$ cat config.mk
export PLATFORM = sky130hd
export DESIGN_NAME = keyed_wdt
export DESIGN_NICKNAME = d
export VERILOG_FILES = /design/src/rtl/wdt_pkg.sv /design/src/rtl/wdt_ctrl.sv /design/src/rtl/wdt_datapath.sv /design/src/rtl/keyed_wdt.sv
export SDC_FILE = /design/constraint.sdc
export NUM_CORES = 1
export LEC_CHECK = 0
export ABC_AREA = 1
export BUFFER_PORTS_ARGS = -buffer_cell sky130_fd_sc_hd__buf_2
export CORE_MARGIN = 3
export CORE_UTILIZATION = 40
export DETAILED_ROUTE_END_ITERATION = 12
export MAX_ROUTING_LAYER = met4
export PLACE_DENSITY_LB_ADDON = 0.1
export SLEW_MARGIN = 20
export SYNTH_ARGS = -nofsm -noshare
export SYNTH_HDL_FRONTEND = slang
export SYNTH_SLANG_ARGS = --single-unit
$ cat constraint.sdc
create_clock -name clk -period 1.3 [get_ports clk]
set_input_delay 0.065 -clock clk [delete_from_list [all_inputs] [get_ports clk]]
set_output_delay 0.065 -clock clk [all_outputs]
set_load 0.02 [all_outputs]
$ cat src/rtl/wdt_pkg.sv
package wdt_pkg;

  typedef enum logic [1:0] {
    SZ_BYTE = 2'b00,
    SZ_WORD = 2'b01,
    SZ_LONG = 2'b10,
    SZ_LONG_ALT = 2'b11
  } xferSize_e;

  typedef struct packed {
    logic       cntLoad;
    logic       csrLoad;
    logic [7:0] data;
  } wrStrobe_t;

  localparam int CSR_FLAG_BIT = 7;
  localparam int CSR_RUN_BIT  = 6;
  localparam int SEL_W        = 3;
  localparam int SEL_COUNT    = 1 << SEL_W;

endpackage

$ cat src/rtl/wdt_ctrl.sv
module wdt_ctrl
  import wdt_pkg::*;
#(
  parameter int         DATA_W  = 16,
  parameter logic [7:0] CNT_KEY = 8'h5A,
  parameter logic [7:0] CSR_KEY = 8'hA5
) (
  input  logic              clk,
  input  logic              rstN,
  input  logic              wrEn,
  input  logic [1:0]        wrSize,
  input  logic              wrSel,
  input  logic [DATA_W-1:0] wrData,
  output wrStrobe_t         strobe,
  output logic              wrErr
);

  localparam int BYTE_W = DATA_W / 2;

  logic [BYTE_W-1:0] keyByte;
  logic [BYTE_W-1:0] dataByte;
  logic              isWord;
  logic              keyOk;
  logic              accept;

  assign keyByte  = wrData[DATA_W-1:BYTE_W];
  assign dataByte = wrData[BYTE_W-1:0];
  assign isWord   = (xferSize_e'(wrSize) == SZ_WORD);
  assign keyOk    = wrSel ? (keyByte == CSR_KEY) : (keyByte == CNT_KEY);
  assign accept   = wrEn && isWord && keyOk;

  always_comb begin
    strobe         = '0;
    strobe.cntLoad = accept && !wrSel;
    strobe.csrLoad = accept && wrSel;
    strobe.data    = dataByte;
  end

  always_ff @(posedge clk) begin
    if (!rstN) wrErr <= 1'b0;
    else       wrErr <= wrEn && !accept;
  end


  size_reject_chk: assert property (@(posedge clk) disable iff (!rstN)
    (wrEn && wrSize != 2'b01) |-> !(strobe.cntLoad || strobe.csrLoad));


  size_err_chk: assert property (@(posedge clk) disable iff (!rstN)
    (wrEn && wrSize != 2'b01) |=> wrErr);


  key_reject_chk: assert property (@(posedge clk) disable iff (!rstN)
    (wrEn && !wrSel && wrData[15:8] != 8'h5A) |-> (!strobe.cntLoad ##1 wrErr));


  load_once_chk: assert property (@(posedge clk) disable iff (!rstN)
    !(strobe.cntLoad && strobe.csrLoad));

endmodule

$ cat src/rtl/wdt_datapath.sv
module wdt_datapath
  import wdt_pkg::*;
#(
  parameter int CNT_W = 8,
  parameter int PRE_W = 12
) (
  input  logic             clk,
  input  logic             rstN,
  input  wrStrobe_t        strobe,
  output logic [CNT_W-1:0] cntQ,
  output logic [7:0]       csrQ,
  output logic             ovfPulse
);

  localparam logic [CNT_W-1:0] CNT_MAX = {CNT_W{1'b1}};

  logic [PRE_W-1:0] preQ;
  logic [SEL_W-1:0] selQ;
  logic             runQ;
  logic             flagQ;
  logic             tick;
  logic             wrap;
  logic [PRE_W-1:0] tapMask [SEL_COUNT];

  function automatic int selShift(input int s);
    case (s)
      0: return 0;
      1: return 2;
      2: return 4;
      3: return 5;
      4: return 6;
      5: return 8;
      6: return 10;
      default: return 12;
    endcase
  endfunction

  for (genvar g = 0; g < SEL_COUNT; g++) begin : g_tap
    localparam int SH = (selShift(g) > PRE_W) ? PRE_W : selShift(g);
    assign tapMask[g] = PRE_W'((64'd1 << SH) - 64'd1);
  end

  assign tick = runQ && ((preQ & tapMask[selQ]) == tapMask[selQ]);
  assign wrap = tick && !strobe.cntLoad && (cntQ == CNT_MAX);

  always_ff @(posedge clk) begin
    if (!rstN)     preQ <= '0;
    else if (runQ) preQ <= preQ + 1'b1;
    else           preQ <= '0;
  end

  always_ff @(posedge clk) begin
    if (!rstN)               cntQ <= '0;
    else if (strobe.cntLoad) cntQ <= strobe.data[CNT_W-1:0];
    else if (tick)           cntQ <= cntQ + 1'b1;
  end

  always_ff @(posedge clk) begin
    if (!rstN) begin
      runQ     <= 1'b0;
      selQ     <= '0;
      flagQ    <= 1'b0;
      ovfPulse <= 1'b0;
    end else begin
      ovfPulse <= wrap;
      if (strobe.csrLoad) begin
        runQ <= strobe.data[CSR_RUN_BIT];
        if (!runQ) selQ <= strobe.data[SEL_W-1:0];
      end
      if (wrap)                                            flagQ <= 1'b1;
      else if (strobe.csrLoad && !strobe.data[CSR_FLAG_BIT]) flagQ <= 1'b0;
    end
  end

  always_comb begin
    csrQ               = '0;
    csrQ[CSR_FLAG_BIT] = flagQ;
    csrQ[CSR_RUN_BIT]  = runQ;
    csrQ[SEL_W-1:0]    = selQ;
  end


  sel_frozen_chk: assert property (@(posedge clk) disable iff (!rstN)
    runQ |=> selQ == $past(selQ));


  stopped_hold_chk: assert property (@(posedge clk) disable iff (!rstN)
    (!runQ && !strobe.cntLoad) |=> (cntQ == $past(cntQ)) && (preQ == '0));


  ovf_flag_chk: assert property (@(posedge clk) disable iff (!rstN)
    ovfPulse |-> (flagQ && cntQ == '0));


  ovf_single_chk: assert property (@(posedge clk) disable iff (!rstN)
    ovfPulse |=> !ovfPulse);


  load_wins_chk: assert property (@(posedge clk) disable iff (!rstN)
    strobe.cntLoad |=> (cntQ == $past(strobe.data[CNT_W-1:0])) && !ovfPulse);

endmodule

$ cat src/rtl/keyed_wdt.sv
module keyed_wdt
  import wdt_pkg::*;
#(
  parameter int DATA_W = 16,
  parameter int CNT_W  = 8,
  parameter int PRE_W  = 12
) (
  input  logic              clk,
  input  logic              rstN,
  input  logic              wrEn,
  input  logic [1:0]        wrSize,
  input  logic              wrSel,
  input  logic [DATA_W-1:0] wrData,
  input  logic              rdSel,
  output logic [DATA_W-1:0] rdData,
  output logic              ovfPulse,
  output logic              wrErr
);

  localparam int BYTE_W = DATA_W / 2;

  wrStrobe_t        strobe;
  logic [CNT_W-1:0] cntQ;
  logic [7:0]       csrQ;
  logic [BYTE_W-1:0] rdByte;

  wdt_ctrl #(.DATA_W(DATA_W)) u_ctrl (
    .clk    (clk),
    .rstN   (rstN),
    .wrEn   (wrEn),
    .wrSize (wrSize),
    .wrSel  (wrSel),
    .wrData (wrData),
    .strobe (strobe),
    .wrErr  (wrErr)
  );

  wdt_datapath #(.CNT_W(CNT_W), .PRE_W(PRE_W)) u_dp (
    .clk      (clk),
    .rstN     (rstN),
    .strobe   (strobe),
    .cntQ     (cntQ),
    .csrQ     (csrQ),
    .ovfPulse (ovfPulse)
  );

  assign rdByte = rdSel ? BYTE_W'(csrQ) : BYTE_W'(cntQ);
  assign rdData = {{(DATA_W-BYTE_W){1'b0}}, rdByte};


  rd_upper_chk: assert property (@(posedge clk) disable iff (!rstN)
    rdData[DATA_W-1:BYTE_W] == '0);

endmodule

==> results.toml, run 1 <==
[clocking]
clock_latency_ns = 0.28
clk_pin_slew_ns = 0.10
clk_path_buf_depth = 2
htreeDepth = 1
cts_hold_buf = 0
clock-sinks = 27
cts_tree = "built"
cts_root_buffer = "clkbuf_8"
cts_inserted_buffers = 3

[logic_synthesis]
synth.area.top_cells = "dfxtp_1 (33%), nand2_1 (13%), nand3_1 (11%), inv_1 (9.3%), nor2_1 (8.1%)"
synth_top_cell_by_area = "dfxtp_1"
synth.avg_cell_area_um2 = 6.20
syn-cell-area_um2 = 1660
ys_seq_area_share_pct = 32.6
synth_cell_types = 21
synth_cells = 268
ys_warn_count = 0
synth_seq_cells = 27
synth_top_area_share_pct = 32.6

[grt]
grt_pass1_wl_mm = 7.02
overflow = 0
track_usage_pct = 17.6
grt_max_degree = 18
grt_pass1_vias = 1677
antenna_found_initial = 0

[pwr]
vdd_ir_drop_max_uv = 424
power.density_nw_per_um2 = 612
p_leak_nw = 1.18

[min_path]
holdCritPathClass = "in -> reg"
min_path_cells = 3
holdCritStartpoint = "wrData[2]"

[timing]
hold_viol = 0
fin_ws_ns = -0.0504
finalSetupTns_ns = -0.209
hold_slack_ns = 0.0137
rsz0062_at_grt = "yes"
skew_ns = 0.00280
fin_crit_sh_pct = 104
fin_crit_ns = 1.35
setup_viol = 8
finalMaxSlewViolations = 0
clock.fmax_mhz = 741

[setup_path]
reg2reg_from = "u_dp.selQ[1]$_SDFFE_PN0P_"
cp_slowest_cell = "dfxtp_4"
crit_top_cell = "nand3_1"
r2r.worst_path.cells = 10
crit_buf_inv = 3
cp-start-kind = "flip-flop"
critical-path-max-stage-delay_ns = 0.38
startpoint = "u_dp.selQ[1]$_SDFFE_PN0P_"
required_ns = 1.49
crit_arrival_ns = 1.54
cp_top_family = "simple AND/OR/NAND/NOR gates"
worst-path-max-fanout = 8
worstSetupPathType = "reg -> reg"
path_cells = "buf_4 -> nand3_1 -> nand2_1 -> a21oi_1 -> nand3_1 -> buf_6 -> nand3_1 -> nand3_2 -> nand2_2 -> inv_2"
endpoint_kind = "flip-flop"
crit_cells = 10

[placed_design]
dp_slack_ns = -0.0841
dpl.hpwl_mm = 3.09
dpl-instance-area_um2 = 2110
portBuffers = 32
gp_congestion = 0.838

[floorplan]
die_h_um = 70.4
dieArea_um2 = 4960
row_count = 22
coreArea_um2 = 3830
initial_core_util_pct = 43.4
ios = 41
die_w_um = 70.4

[finish]
drive_gt1_share_pct = 37.7
fillers = 380
diodes = 0
syn_to_final_growth_pct = 43.5
post-route-util_pct = 62.3
layout_common_cells = "nand2_1 (55), inv_1 (38), buf_4 (34)"
layout.nets = 363
mostFrequentLayoutCell = "nand2_1"
fin_area_um2 = 2380

[route]
drt-total-wl_mm = 4.22
drtAntennaViolNets = 0
wl_per_cell_um = 11.0
routed_via_density = 4.76
firstDrtPassIters = 4
drc = 0
vias = 1834
drt_iter0_drc = 58

[run]
maxCapViolCount = 0

[outcome]
status = "finished, violations left"
violations = "setup timing"
[area by class of cell]
| cell class | instances | area (µm²) | area share, % |
|---|---|---|---|
| clock buffer | 3 | 41.3 | 1.73 |
| multi-input combinational | 195 | 1080 | 45.4 |
| clock inverter | 1 | 7.51 | 0.315 |
| inverter | 41 | 154 | 6.46 |
| tap | 48 | 60.1 | 2.52 |
| timing repair buffer | 70 | 475 | 20.0 |
| sequential | 27 | 562 | 23.6 |
[routing by layer]
metal | track usage, % | share of wire (%) | vias to the layer above
li1 | - | - | 973
met1 | 21.4 | 46 | 819
met2 | 30.2 | 49 | 38
met3 | 3.45 | 4.0 | 4
met4 | 3.62 | 0.71 | 0
met5 | - | 0 | -
[power by group]
group / internal (mW) / switching [mW]
clock network: 0.218 / 0.290
logic: 0.0458 / 0.0818
registers: 0.822 / 0.000538
[worst paths after layout]
check,end,slack [ns]
worst max-delay path,u_dp.cntQ[0]$_SDFFE_PN0P_,-0.05
worst min-delay path,u_dp.selQ[2]$_SDFFE_PN0P_,0.01
worst max register to register,u_dp.cntQ[0]$_SDFFE_PN0P_,-0.05
worst min register to register,u_dp.preQ[0]$_SDFF_PN0_,0.43
[cells in the mapped netlist]
library cell	number
buf_4	10
o21ai_0	16
nand2_2	1
dfxtp_1	27
nor3_1	2
conb_1	1
o21a_1	2
o21bai_1	1
nand3_2	1
nor2_1	36
nand4_1	6
nand3_1	38
o21ai_1	1
a21oi_1	14
nand2_1	59
xor2_1	6
inv_1	41
clkbuf_1	1
ha_1	2
buf_2	1
nor2_2	2
[metrics by stage]
stage	instances	total power, mW
finish	385	1.46
global route	385	1.52
CTS	384	1.48
detailed placement	379	0.973
global placement	379	0.973
floorplan	275	0.929
[flip-flops by register name, indices dropped and copies added, names as in the netlist]
name / count
u_ctrl.wrErr: 1
u_dp.selQ: 3
u_dp.flagQ: 1
u_dp.preQ: 12
u_dp.cntQ: 8
u_dp.runQ: 1
u_dp.ovfPulse: 1
[timing repair]
item | in CTS | in global routing
pin swaps | 21 | 11
setup endpoints to repair | 13 | 17
buffers inserted | 1 | 1
resized for setup | 39 | 25
[worst register-to-register path, cell delays in order (launching register included)]
cell and delay (ns):
dfxtp_4 0.38, buf_4 0.14, nand3_1 0.07, nand2_1 0.05
a21oi_1 0.11, nand3_1 0.10, buf_6 0.15, nand3_1 0.09
nand3_2 0.08, nand2_2 0.07, inv_2 0.03
[cells by family (layout without fill, tap and decap cells)]
logic type	after synthesis	after routing	share of synthesized area, %
simple gates	145	145	37.5
compound gates	34	34	10.7
other cells	1	8	0.226
buf+inv	53	115	14.3
flops	27	27	32.6
xor+xnor	6	6	3.17
fa+ha+maj	2	2	1.51
(Power assumes the default switching activity.)
==> run 2, diff against run 1 <==
--- a/config.mk
+++ b/config.mk
@@ -7,8 +7,10 @@
 export LEC_CHECK = 0
 export ABC_AREA = 1
 export BUFFER_PORTS_ARGS = -buffer_cell sky130_fd_sc_hd__buf_2
+export CELL_PAD_IN_SITES_DETAIL_PLACEMENT = 0
+export CELL_PAD_IN_SITES_GLOBAL_PLACEMENT = 1
 export CORE_MARGIN = 3
-export CORE_UTILIZATION = 40
+export CORE_UTILIZATION = 32
 export DETAILED_ROUTE_END_ITERATION = 12
 export MAX_ROUTING_LAYER = met4
 export PLACE_DENSITY_LB_ADDON = 0.1
==> constraint.sdc (replaced) <==
create_clock -name clk -period 1.3 [get_ports clk]
set_input_delay 0.13 -clock clk [delete_from_list [all_inputs] [get_ports clk]]
set_output_delay 0.13 -clock clk [all_outputs]
set_load 0.02 [all_outputs]
==> results.toml, run 2 (synthesis results as in run 1) <==
[outcome]
status = "finished, violations left"
violations = "setup timing"

[setup_path]
worst-path-max-fanout = 4
required_ns = 1.53
path_cells = "nand2_4 -> o21ai_2 -> nand2_1 -> nand2_1 -> nand2_2 -> nor2_4 -> clkbuf_16 -> nand3_2 -> nand3_2 -> nand2_1 -> inv_1"
cp_slowest_cell = "dfxtp_4"
crit_buf_inv = 2
cp_top_family = "simple AND/OR/NAND/NOR gates"
crit_top_cell = "nand2_1"
endpoint_kind = "flip-flop"
critical-path-max-stage-delay_ns = 0.39
cp-start-kind = "flip-flop"
crit_arrival_ns = 1.56
worstSetupPathType = "reg -> reg"

[run]
maxCapViolCount = 0

[grt]
antenna_found_initial = 0
grt_util_met1_pct = 21.1
overflow = 0
grt_pass1_vias = 1665
use_met2_pct = 23.5
grt_max_degree = 18
track_usage_pct = 15.4
grt_pass1_wl_mm = 7.48
use_met3_pct = 2.75
busiest_layer = "met2"

[floorplan]
die_h_um = 78.0
initial_core_util_pct = 34.0
ios = 41
row_count = 25
coreArea_um2 = 4880
die_w_um = 78.0
dieArea_um2 = 6090

[min_path]
holdCritPathClass = "in -> reg"

[timing]
fin_ws_ns = -0.0283
setup_viol = 3
skew_ns = 0.00252
fin_crit_ns = 1.33
finalSetupTns_ns = -0.0703
rsz0062_at_grt = "yes"
hold_viol = 0
clock.fmax_mhz = 753
fin_crit_sh_pct = 102
finalMaxSlewViolations = 0
hold_slack_ns = 0.0738

[pwr]
vdd_ir_drop_max_uv = 480
p_total_mw = 1.47
p_leak_nw = 1.26
power.density_nw_per_um2 = 564

[finish]
finalNonFillerCells = 411
layout_common_cells = "nand2_1 (51), buf_4 (37), inv_1 (36)"
fillers = 513
reg_top3 = "u_dp.preQ (12), u_dp.cntQ (8), u_dp.selQ (3)"
layout.nets = 370
drive_gt1_share_pct = 42.7
largest_reg_flops = 12
diodes = 0
largest-register = "u_dp.preQ"
post-route-util_pct = 53.6
mostFrequentLayoutCell = "nand2_1"
syn_to_final_growth_pct = 57.5

[clocking]
cts_inserted_buffers = 3
htreeDepth = 1
cts_tree = "built"
clk_pin_slew_ns = 0.10
clock-sinks = 27
cts_root_buffer = "clkbuf_8"
clock_latency_ns = 0.28
clk_path_buf_depth = 2

[route]
drt_iter0_drc = 57
drc = 0
firstDrtPassIters = 4
routed_via_density = 4.46
wl_per_cell_um = 10.9
vias = 1834
drt-total-wl_mm = 4.49
drtAntennaViolNets = 0

[placed_design]
dp_cells = 402
gp_congestion = 0.772
dpl.hpwl_mm = 3.29
portBuffers = 32
run 2: cell types whose count changed in the layout (fill, tap and decap cells not counted), moves of 4 or more:
cell	change
dfxtp_1	-6
nand3_2	-10
nand3_1	+8
buf_6	+4
nand2_1	-4
nor2_4	+5
dfxtp_4	+5
o21ai_2	+4
run 2: power by group:
group | switching [mW] | internal [mW] | leakage [nW]
registers | 0.000575 | 0.811 | 0.229
logic | 0.0875 | 0.0580 | 1.01
clock network | 0.299 | 0.219 | 0.0217
total | 0.387 | 1.09 | 1.26
run 2: repair_timing:
item,CTS,global route
setup endpoints to repair,18,19
resized for setup,34,71
hold endpoints to repair,0,0
hold buffers,0,0
setup buffers,0,4
pin swaps,7,24
gates cloned,0,1
run 2: worst min-delay path: stages:
cell	delay, ns
buf_2	0.09
nor2_1	0.04
nor2_1	0.06
run 2: worst paths after layout:
path / start / endpoint / slack, ns / cells past startpoint
worst min-delay path: wrData[0] / u_dp.selQ[0]$_SDFFE_PN0P_ / 0.07 / 3
worst max-delay path: u_dp.preQ[1]$_SDFF_PN0_ / u_dp.cntQ[1]$_SDFFE_PN0P_ / -0.03 / 11
worst min register to register: u_dp.preQ[4]$_SDFF_PN0_ / u_dp.preQ[4]$_SDFF_PN0_ / 0.48 / 1
worst max register to register: u_dp.preQ[1]$_SDFF_PN0_ / u_dp.cntQ[1]$_SDFFE_PN0P_ / -0.03 / 11
run 2: area by class of cell:
type / count / area [µm²] / share of cell area, %
Clock buffer: 3 / 41.3 / 1.58
Clock inverter: 1 / 7.51 / 0.287
Inverter: 41 / 156 / 5.98
Multi-Input combinational cell: 195 / 1150 / 44.0
Sequential cell: 27 / 582 / 22.2
Tap cell: 67 / 83.8 / 3.21
Timing Repair Buffer: 77 / 593 / 22.7
run 2: through the flow:
step	setup slack, ns	area [µm²]
2_1_floorplan	0.0000153	1690
3_3_place_gp	-0.0835	2190
3_5_place_dp	-0.0990	2190
4_1_cts	-0.0168	2320
5_1_grt	-0.120	2620
6_report	-0.0283	2620
run 2: routing by layer:
layer	wire, µm	share of wire [%]
met1	2120	47
met2	2180	48
met3	150	3.3
met4	40	0.89
met5	0	0
==> run 3, diff against run 2 <==
--- a/config.mk
+++ b/config.mk
@@ -14,6 +14,7 @@
 export DETAILED_ROUTE_END_ITERATION = 12
 export MAX_ROUTING_LAYER = met4
 export PLACE_DENSITY_LB_ADDON = 0.1
+export SKIP_LAST_GASP = 1
 export SLEW_MARGIN = 20
 export SYNTH_ARGS = -nofsm -noshare
 export SYNTH_HDL_FRONTEND = slang
==> constraint.sdc (replaced) <==
create_clock -name clk -period 1.14 [get_ports clk]
set_input_delay 0.114 -clock clk [delete_from_list [all_inputs] [get_ports clk]]
set_output_delay 0.114 -clock clk [all_outputs]
set_load 0.02 [all_outputs]
==> results.toml, run 3 (synthesis results as in run 1) <==
[outcome]
status = "finished, violations left"
violations = "setup timing"

[timing]
hold_viol = 0
setup_viol = 20
finalMaxSlewViolations = 0
fin_ws_ns = -0.194
rsz0062_at_grt = "yes"
fin_crit_sh_pct = 117
skew_ns = 0.00228
fin_crit_ns = 1.33
clock.fmax_mhz = 749

[route]
drt_iter0_drc = 37
routed_via_density = 4.44
drtAntennaViolNets = 0
drc = 0
firstDrtPassIters = 4
wl_per_cell_um = 11.5
drt-total-wl_mm = 4.90
vias = 1887

[setup_path]
endpoint_kind = "flip-flop"
cp-endpoint = "u_dp.preQ[10]$_SDFF_PN0_"
crit_arrival_ns = 1.51
reg2reg_from = "u_dp.preQ[3]$_SDFF_PN0_"
r2r.worst_path.cells = 8
startpoint = "u_dp.preQ[3]$_SDFF_PN0_"
r2r_setup_slack_ns = -0.19
required_ns = 1.31
worstSetupPathType = "reg -> reg"
cp-start-kind = "flip-flop"
rr_endpoint = "u_dp.preQ[10]$_SDFF_PN0_"
worst-path-max-fanout = 4

[pwr]
p_total_mw = 1.67
comb_power_share_pct = 10.9
power.density_nw_per_um2 = 591
switchingPower_mw = 0.423
pwr-share-clk_pct = 34.0
vdd_ir_drop_max_uv = 501
p_leak_nw = 1.37
internal_power_mw = 1.24
p_seq_share_pct = 55.0
swShare_pct = 25.4

[finish]
layout.nets = 384
reg_top3 = "u_dp.preQ (12), u_dp.cntQ (8), u_dp.selQ (3)"
finalNonFillerCells = 425
mostFrequentLayoutCell = "buf_4"
largest-register = "u_dp.preQ"
syn_to_final_growth_pct = 69.7
largest_reg_flops = 12
diodes = 0
layout_common_cells = "buf_4 (50), nand2_1 (47), inv_1 (30)"
post-route-util_pct = 57.7
drive_gt1_share_pct = 52.5

[clocking]
clock-sinks = 27
cts_hold_buf = 0
htreeDepth = 1
cts_tree = "built"
clk_pin_slew_ns = 0.10
clk_path_buf_depth = 2
clock_latency_ns = 0.27
cts_root_buffer = "clkbuf_8"
cts_inserted_buffers = 3

[placed_design]
portBuffers = 32
dp_cells = 407
dpl.hpwl_mm = 3.45
gp_congestion = 0.772
dp_slack_ns = -0.240

[grt]
grt_max_degree = 18
antenna_found_initial = 0
grt_util_met1_pct = 22.6
grt_pass1_wl_mm = 8.22
track_usage_pct = 17.0
grt_pass1_vias = 1814
use_met2_pct = 27.7
busiest_layer = "met2"
overflow = 0
use_met3_pct = 2.06

[floorplan]
die_h_um = 78.0
row_count = 25
coreArea_um2 = 4880
initial_core_util_pct = 34.0
dieArea_um2 = 6090
ios = 41
die_w_um = 78.0

[run]
maxCapViolCount = 0

[min_path]
holdCritPathClass = "in -> reg"
==> run 3: metrics by stage <==
step / hold WS, ns / TNS, ns / area, µm²
after floorplan: 0.235 / -0.449 / 1780
after global placement: 0.376 / -3.15 / 2280
after detailed placement: 0.373 / -3.16 / 2280
after CTS: 0.0829 / -2.25 / 2630
after global routing: 0.0971 / -4.05 / 2820
final: 0.0844 / -2.27 / 2820
==> run 3: layer usage <==
layer | vias up | wire length [µm]
met5 | - | 0
met4 | 0 | 44
met3 | 4 | 158
met2 | 33 | 2400
met1 | 832 | 2300
li1 | 1018 | -
==> run 3: repair_timing <==
item | CTS | global route
setup endpoints to repair | 23 | 28
gates cloned | 1 | 0
pin swaps | 28 | 27
gates resized for setup | 77 | 44
endpoints found under the hold margin | 0 | 0
buffers inserted | 8 | 6
==> run 3: worst max-delay path: stages (launching register included) <==
cell and delay (ns):
dfxtp_4 0.38, nand2_4 0.08, buf_6 0.12, nor2_4 0.13
nand3_4 0.11, nor2_4 0.17, nand2_2 0.07, o21ai_1 0.12
a21oi_1 0.05
==> run 3: power groups by stage <==
stage          registers, mW  logic, mW  clock network [mW]
3_3_place_gp           0.967      0.171                   0
4_1_cts                0.926      0.179               0.598
5_1_grt                0.917      0.205               0.630
3_5_place_dp           0.967      0.172                   0
6_report               0.916      0.182               0.567
2_1_floorplan          0.969     0.0901                   0
==> run 3: area by class of cell <==
cell class              instances  area (µm²)
inverters                      41         154
repair buffers                 90         672
flip-flops and latches         27         593
multi-input cells             196        1270
fillers                       499        2060
clock buffers                   4        45.0
well taps                      67        83.8
==> run 3: worst min path at each step <==
stage,start,to,slack (ns),cells after the start
after global routing,wrData[0],u_dp.selQ[0]$_SDFFE_PN0P_,0.1,3
final,wrData[1],u_dp.selQ[1]$_SDFFE_PN0P_,0.08,3
after global placement,wrData[2],u_dp.selQ[2]$_SDFFE_PN0P_,0.38,3
after CTS,wrData[1],u_dp.selQ[1]$_SDFFE_PN0P_,0.08,3
after detailed placement,wrData[1],u_dp.selQ[1]$_SDFFE_PN0P_,0.37,3
after floorplan,wrData[0],u_dp.selQ[0]$_SDFFE_PN0P_,0.23,2
